`src/rtl/trf_pkg.sv`:
```
package trf_pkg;
   localparam int TRF_PLANES  = 4;
   localparam int TRF_PLANE_W = 8;
   localparam int TRF_ROW_W   = 3;
   localparam int TRF_PIX_W   = 4;
   localparam int TRF_MAX_PIX = 2 * TRF_PLANE_W;
   localparam int TRF_CNT_W   = $clog2(TRF_MAX_PIX);
   localparam int TRF_IDX_W   = $clog2(TRF_PLANES);
   localparam int TRF_WORD_W  = 2 * TRF_PLANE_W;

   typedef enum logic [1:0] {
      TRF_2BPP_B8  = 2'd0,
      TRF_4BPP_B8  = 2'd1,
      TRF_4BPP_B16 = 2'd2,
      TRF_RSVD     = 2'd3
   } trf_mode_e;

   typedef enum logic [2:0] {
      ST_IDLE, ST_FETCH, ST_CAPT, ST_EMIT, ST_DONE
   } trf_state_e;

   function automatic trf_mode_e trf_norm(input logic [1:0] m);
      return (m == 2'd3) ? TRF_2BPP_B8 : trf_mode_e'(m);
   endfunction
endpackage

```
`src/rtl/trf_ctrl.sv`:
```
module trf_ctrl
   import trf_pkg::*;
#(
   parameter int ADDR_W = 16
) (
   input  logic                 clk,
   input  logic                 rst_n,
   input  logic                 start,
   input  logic [ADDR_W-1:0]    tile_base,
   input  logic [TRF_ROW_W-1:0] row,
   input  logic [1:0]           mode,
   input  logic                 wide,
   output logic                 busy,
   output logic                 mem_rd,
   output logic [ADDR_W-1:0]    mem_addr,
   output logic                 cap_en,
   output logic [TRF_IDX_W-1:0] cap_idx,
   output trf_mode_e            mode_q,
   output logic                 wide_q,
   output logic                 emit,
   output logic [TRF_CNT_W-1:0] pix_idx,
   output logic                 done
);
   trf_state_e             state;
   logic [ADDR_W-1:0]      base_q;
   logic [TRF_ROW_W-1:0]   row_q;
   logic [TRF_IDX_W-1:0]   rd_idx;
   logic [TRF_IDX_W-1:0]   last_rd;
   logic [TRF_CNT_W-1:0]   last_pix;
   logic [ADDR_W-1:0]      offset;

   assign last_rd  = (mode_q == TRF_4BPP_B8) ? TRF_IDX_W'(TRF_PLANES - 1) : TRF_IDX_W'(1);
   assign last_pix = wide_q ? TRF_CNT_W'(TRF_MAX_PIX - 1) : TRF_CNT_W'(TRF_PLANE_W - 1);

   // Byte bus: plane k sits 8*k past the row byte; word bus: two 16-byte halves.
   always_comb begin
      if (mode_q == TRF_4BPP_B16)
         offset = ADDR_W'({rd_idx[0], 4'b0000}) + ADDR_W'({row_q, 1'b0});
      else
         offset = ADDR_W'({rd_idx, 3'b000}) + ADDR_W'(row_q);
   end

   assign mem_addr = base_q + offset;
   assign mem_rd   = (state == ST_FETCH);
   assign busy     = (state != ST_IDLE);
   assign emit     = (state == ST_EMIT);
   assign done     = (state == ST_DONE);

   always_ff @(posedge clk or negedge rst_n) begin
      if (!rst_n) begin
         state   <= ST_IDLE;
         base_q  <= '0;
         row_q   <= '0;
         mode_q  <= TRF_2BPP_B8;
         wide_q  <= 1'b0;
         rd_idx  <= '0;
         pix_idx <= '0;
         cap_en  <= 1'b0;
         cap_idx <= '0;
      end else begin
         cap_en  <= (state == ST_FETCH);
         cap_idx <= rd_idx;
         case (state)
            ST_IDLE: if (start) begin
               base_q <= tile_base;
               row_q  <= row;
               mode_q <= trf_norm(mode);
               wide_q <= wide && (trf_norm(mode) != TRF_2BPP_B8);
               rd_idx <= '0;
               state  <= ST_FETCH;
            end
            ST_FETCH: begin
               rd_idx <= rd_idx + 1'b1;
               if (rd_idx == last_rd) state <= ST_CAPT;
            end
            ST_CAPT: begin
               pix_idx <= '0;
               state   <= ST_EMIT;
            end
            ST_EMIT: begin
               pix_idx <= pix_idx + 1'b1;
               if (pix_idx == last_pix) state <= ST_DONE;
            end
            ST_DONE: state <= ST_IDLE;
            default: state <= ST_IDLE;
         endcase
      end
   end
endmodule

```
`src/rtl/trf_planes.sv`:
```
module trf_planes
   import trf_pkg::*;
(
   input  logic                                     clk,
   input  logic                                     rst_n,
   input  logic                                     cap_en,
   input  logic [TRF_IDX_W-1:0]                     cap_idx,
   input  trf_mode_e                                mode_q,
   input  logic [TRF_WORD_W-1:0]                    rdata,
   output logic [TRF_PLANES-1:0][TRF_PLANE_W-1:0]   planes
);
   for (genvar g = 0; g < TRF_PLANES; g++) begin : g_plane
      // On the word bus plane g shares word g%2 and sits in lane g/2.
      localparam logic [TRF_IDX_W-1:0] WORD_SEL = TRF_IDX_W'(g % 2);
      localparam bit                   HI_LANE  = (g / 2) != 0;
      logic                   load;
      logic [TRF_PLANE_W-1:0] din;
      always_comb begin
         if (mode_q == TRF_4BPP_B16) begin
            load = cap_en && (cap_idx == WORD_SEL);
            din  = HI_LANE ? rdata[TRF_WORD_W-1:TRF_PLANE_W] : rdata[TRF_PLANE_W-1:0];
         end else begin
            load = cap_en && (cap_idx == TRF_IDX_W'(g));
            din  = rdata[TRF_PLANE_W-1:0];
         end
      end
      always_ff @(posedge clk or negedge rst_n) begin
         if (!rst_n)    planes[g] <= '0;
         else if (load) planes[g] <= din;
      end
   end
endmodule

```
`src/rtl/trf_serial.sv`:
```
module trf_serial
   import trf_pkg::*;
(
   input  logic [TRF_PLANES-1:0][TRF_PLANE_W-1:0] planes,
   input  logic [TRF_CNT_W-1:0]                   pix_idx,
   input  trf_mode_e                              mode_q,
   input  logic                                   wide_q,
   output logic [TRF_PIX_W-1:0]                   pix
);
   localparam int BIT_W = $clog2(TRF_PLANE_W);
   logic [BIT_W-1:0] b;
   always_comb begin
      b = BIT_W'(TRF_PLANE_W - 1) - pix_idx[BIT_W-1:0];
      if (wide_q)
         pix = pix_idx[BIT_W] ? {2'b00, planes[3][b], planes[2][b]}
                              : {2'b00, planes[1][b], planes[0][b]};
      else if (mode_q == TRF_2BPP_B8)
         pix = {2'b00, planes[1][b], planes[0][b]};
      else
         pix = {planes[3][b], planes[2][b], planes[1][b], planes[0][b]};
   end
endmodule

```
`src/rtl/tile_row_fetcher.sv`:
```
module tile_row_fetcher
   import trf_pkg::*;
#(
   parameter int ADDR_W = 16
) (
   input  logic                  clk,
   input  logic                  rst_n,
   input  logic                  start,
   input  logic [ADDR_W-1:0]     tile_base,
   input  logic [TRF_ROW_W-1:0]  row,
   input  logic [1:0]            mode,
   input  logic                  wide,
   output logic                  busy,
   output logic                  mem_rd,
   output logic [ADDR_W-1:0]     mem_addr,
   input  logic [TRF_WORD_W-1:0] mem_rdata,
   output logic                  pix_valid,
   output logic [TRF_PIX_W-1:0]  pix_data,
   output logic                  pix_done
);
   if (ADDR_W < 6) begin : g_bad_addr
      $error("tile_row_fetcher: ADDR_W must cover a 32-byte tile");
   end
   if (TRF_PLANE_W != 8 || TRF_PLANES != 4) begin : g_bad_planes
      $error("tile_row_fetcher: plane geometry must be 4 x 8 bits");
   end

   logic                                   cap_en;
   logic [TRF_IDX_W-1:0]                   cap_idx;
   trf_mode_e                              mode_q;
   logic                                   wide_q;
   logic [TRF_CNT_W-1:0]                   pix_idx;
   logic [TRF_PLANES-1:0][TRF_PLANE_W-1:0] planes;

   trf_ctrl #(.ADDR_W(ADDR_W)) u_ctrl (
      .clk(clk), .rst_n(rst_n), .start(start), .tile_base(tile_base),
      .row(row), .mode(mode), .wide(wide), .busy(busy), .mem_rd(mem_rd),
      .mem_addr(mem_addr), .cap_en(cap_en), .cap_idx(cap_idx),
      .mode_q(mode_q), .wide_q(wide_q), .emit(pix_valid),
      .pix_idx(pix_idx), .done(pix_done)
   );

   trf_planes u_planes (
      .clk(clk), .rst_n(rst_n), .cap_en(cap_en), .cap_idx(cap_idx),
      .mode_q(mode_q), .rdata(mem_rdata), .planes(planes)
   );

   trf_serial u_serial (
      .planes(planes), .pix_idx(pix_idx), .mode_q(mode_q),
      .wide_q(wide_q), .pix(pix_data)
   );
endmodule

```
`config.mk`:
```
export PLATFORM = sky130hd
export DESIGN_NAME = tile_row_fetcher
export DESIGN_NICKNAME = d
export VERILOG_FILES = /design/src/rtl/trf_pkg.sv /design/src/rtl/trf_ctrl.sv /design/src/rtl/trf_planes.sv /design/src/rtl/trf_serial.sv /design/src/rtl/tile_row_fetcher.sv
export SDC_FILE = /design/constraint.sdc
export NUM_CORES = 1
export LEC_CHECK = 0
export BUFFER_PORTS_ARGS = -buffer_cell sky130_fd_sc_hd__buf_2
export CAP_MARGIN = 20
export CORE_MARGIN = 3
export CORE_UTILIZATION = 50
export CTS_CLUSTER_DIAMETER = 150
export DETAILED_ROUTE_END_ITERATION = 16
export MAX_ROUTING_LAYER = met4
export PLACE_DENSITY = 0.8
export SYNTH_ARGS = -nofsm -noshare
export SYNTH_HDL_FRONTEND = slang
export SYNTH_SLANG_ARGS = --single-unit
```
`constraint.sdc`:
```
create_clock -name clk -period 2.31 [get_ports clk]
set_clock_uncertainty 0.05 [all_clocks]
set_input_delay 0.231 -clock clk [delete_from_list [all_inputs] [get_ports clk]]
set_output_delay 0.231 -clock clk [all_outputs]
set_load 0.01 [all_outputs]
```
==> run summary <==
status -> complete, but fails checks
failing checks -> negative setup slack
global-route wire length before repair -> 12800 um
CTS H-Tree Depth -> 3
IO Count -> 65
area leader, netlist -> dfrtp_1
Post-Syn Instances -> 275
max incr delay on CP -> 0.42 ns
Slew Limit Fails -> 0
critical path cell sequence -> nor2b_4, buf_6, mux2_4, ha_4, nand3_4, o2111ai_4, buf_4, nand3_2, xnor2_2, buf_2
Util after Layout -> 0.690
row count -> 29
total gr overflow -> 0
endpoint type of the worst setup path -> output pin
Post-DP HPWL -> 5450 um
die extent in y -> 89.4 um
Slowest cell on crit path -> dfrtp_1
CP Launch Type -> register
WS Path Type -> register to output pin
Seq cells post-synth -> 66
Synth top area share -> 0.474
pin count of the biggest net entering global routing -> 45
Clock Path Buffers -> 2
worst path arrival time -> 2.58 ns
Post-synth ARST share -> 1.00
core area -> 0.00653 mm2
most common cell after layout, fill and taps aside -> dfrtp_1
final worst-path cycle share -> 1.24
initial antenna violation count -> 0
most frequent cells in the layout -> dfrtp_1 (64), buf_2 (63), mux2_2 (61), buf_4 (18), nand2_1 (14)
Layout Nets -> 411
CTS tree -> done
via count -> 2469
Yosys warning count -> 0
WL final -> 7850 um
unrepaired setup endpoints after global routing -> true
dominant synthesized flop cell -> dfrtp_1
Total Power -> 7.46 mW
drt wl/cell -> 17.7 um
required time worst endpoint -> 2.03 ns
syn nets -> 325
largest family of logic cells by synthesized area -> multiplexers
Setup TNS Final -> -5.98 ns
Vias/cell -> 5.57
r2r setup slk -> 0.59 ns
Seq/Total Area, Yosys -> 0.474
CP max FO -> 5
average cell area after synthesis -> 12.7 um2
Leakage -> 2.03 nW
first-pass iteration count of the detailed router -> 4
post-synthesis adder-cell area fraction -> 0.0345
Max rail drop VDD -> 719 uV
Placer Congestion -> 0.788
relative slew slack -> 0.608
drt drc -> 0
final worst setup slack -> -0.556 ns
Skew-Pair Late Insertion Delay -> 0.32 ns
I/O Buffers -> 64
die footprint -> 0.00800 mm2
Compound-Gate Fraction of Synth Area -> 0.0417
mux share of post-synthesis cell area -> 0.274
Post-synth EDFFs -> 0
starting density of the core -> 0.533
count of cell types in the netlist -> 40
share of layout cells above drive strength 1 -> 0.585
remaining antenna violation count after routing -> 0
dpl cell area -> 0.00410 mm2
Worst Tran Pin Value -> 0.588 ns
Pwr per Cell Area -> 1650 mW/mm2
count of final setup violators -> 14
fin crit period -> 2.87 ns
Final Cell Area -> 0.00451 mm2
DR iter-0 viols -> 69
Layout area overhead -> 29.4%
Layout fillers -> 441
Synth Area in XOR/XNOR -> 0.0449
clock transition at the registers of the reported paths -> 0.07 ns
Fmax -> 349 MHz
minimum hold slack -> 0.0796 ns
clock buffer count from CTS -> 9
vias in the first global route -> 2528
CTS root buf -> clkbuf_8
Antenna Cells -> 0
Simple-Gate Fraction of Synth Area -> 0.0971
die width -> 89.4 um
synth top area cells -> dfrtp_1 (47%), mux2_2 (21%), mux4_2 (5.2%)
hold crit path type -> primary input to register
Tot GR Track Use -> 0.219
Post-Syn Area -> 0.00348 mm2
Final Hold Vio Count -> 0
max_cap viols -> 0
CTS Sinks -> 66
## cells by family (layout without fill, tap and decap cells)
logic type | after synthesis | count (layout)
AND/OR/NAND/NOR | 62 | 62
multiplexers | 77 | 77
AO/OA/AOI/OAI | 22 | 22
flip-flops | 66 | 66
adder cells (fa/ha/maj) | 9 | 9
XOR/XNOR | 17 | 17
buffers and inverters | 22 | 113
## critical path: cells and delay by family, from the launching register on
kind                     cells  cell delay, ns
flip-flops                   1            0.42
buffers and inverters        3            0.46
multiplexers                 1            0.32
adder cells (fa/ha/maj)      1            0.31
AO/OA/AOI/OAI                1            0.27
AND/OR/NAND/NOR              3            0.34
XOR/XNOR                     1            0.14
## final timing paths
path / cells after the start / startpoint / to
max: 10 / u_ctrl.mode_q[0]$_DFFE_PN0P_ / mem_addr[7]
min: 2 / tile_base[14] / u_ctrl.base_q[14]$_DFFE_PN0P_
max reg2reg: 5 / u_ctrl.mode_q[1]$_DFFE_PN0P_ / u_planes.planes[25]$_DFFE_PN0P_
min reg2reg: 1 / u_planes.planes[9]$_DFFE_PN0P_ / u_planes.planes[9]$_DFFE_PN0P_
max in group asynchronous: 3 / rst_n / u_planes.planes[11]$_DFFE_PN0P_
min in group asynchronous: 2 / rst_n / u_ctrl.base_q[2]$_DFFE_PN0P_
## stage by stage
step,cells,worst slack [ns]
6_report,443,-0.556
2_1_floorplan,275,-0.141
3_3_place_gp,421,-0.227
5_1_grt,443,-0.682
3_5_place_dp,421,-0.306
4_1_cts,439,-0.620
## power breakdown
group	internal [mW]	leakage, nW	switching [mW]
Combinational	2.30	1.14	1.81
Clock	0.607	0.107	0.438
Sequential	1.74	0.790	0.563
Total	4.64	2.03	2.81
## flip-flops by register name, indices dropped and copies added (netlist names)
name	count
u_ctrl.state	3
u_planes.planes	32
u_ctrl.wide_q	1
u_ctrl.rd_idx	2
u_ctrl.cap_idx	2
u_ctrl.row_q	3
u_ctrl.pix_idx	4
u_ctrl.cap_en	1
u_ctrl.base_q	16
u_ctrl.mode_q	2
## per-layer routing
metal | GRT usage | wire (um) | vias to the layer above
met5 | - | 0 | -
met4 | 0.0663 | 136 | 0
met3 | 0.0415 | 243 | 13
met2 | 0.346 | 4160 | 50
met1 | 0.289 | 3310 | 1237
li1 | - | - | 1169
## cell usage after synthesis, types with 3 or more instances
library cell and count:
nor2_1 7, mux4_2 8, nor2b_1 8, a21oi_1 4, nor3_1 4, o21ai_0 7, mux2i_1 4, nand4_1 3
buf_6 3, nand2_1 17, nand3_1 12, buf_2 3, dfrtp_1 66, ha_1 8, mux2_2 65, xor2_1 4
clkbuf_1 4, xnor2_1 12, inv_1 9
## layout make-up
| class | instances | area [um2] | share of cell area |
|---|---|---|---|
| inverter | 9 | 33.8 | 0.00750 |
| multi-input combinational | 187 | 1970 | 0.438 |
| sequential | 66 | 1650 | 0.367 |
| tap | 77 | 96.3 | 0.0214 |
| timing repair buffer | 88 | 537 | 0.119 |
| clock inverter | 5 | 78.8 | 0.0175 |
| clock buffer | 11 | 131 | 0.0292 |
## what timing repair did
item | 4_1_cts | 5_1_grt
endpoints found under the hold margin | 22 | 0
resized for setup | 11 | 19
hold buffers | 1 | 0
pin swaps | 11 | 7
setup endpoints to repair | 17 | 18
setup buffers | 1 | 5
Power figures use the tool's default switching activity.
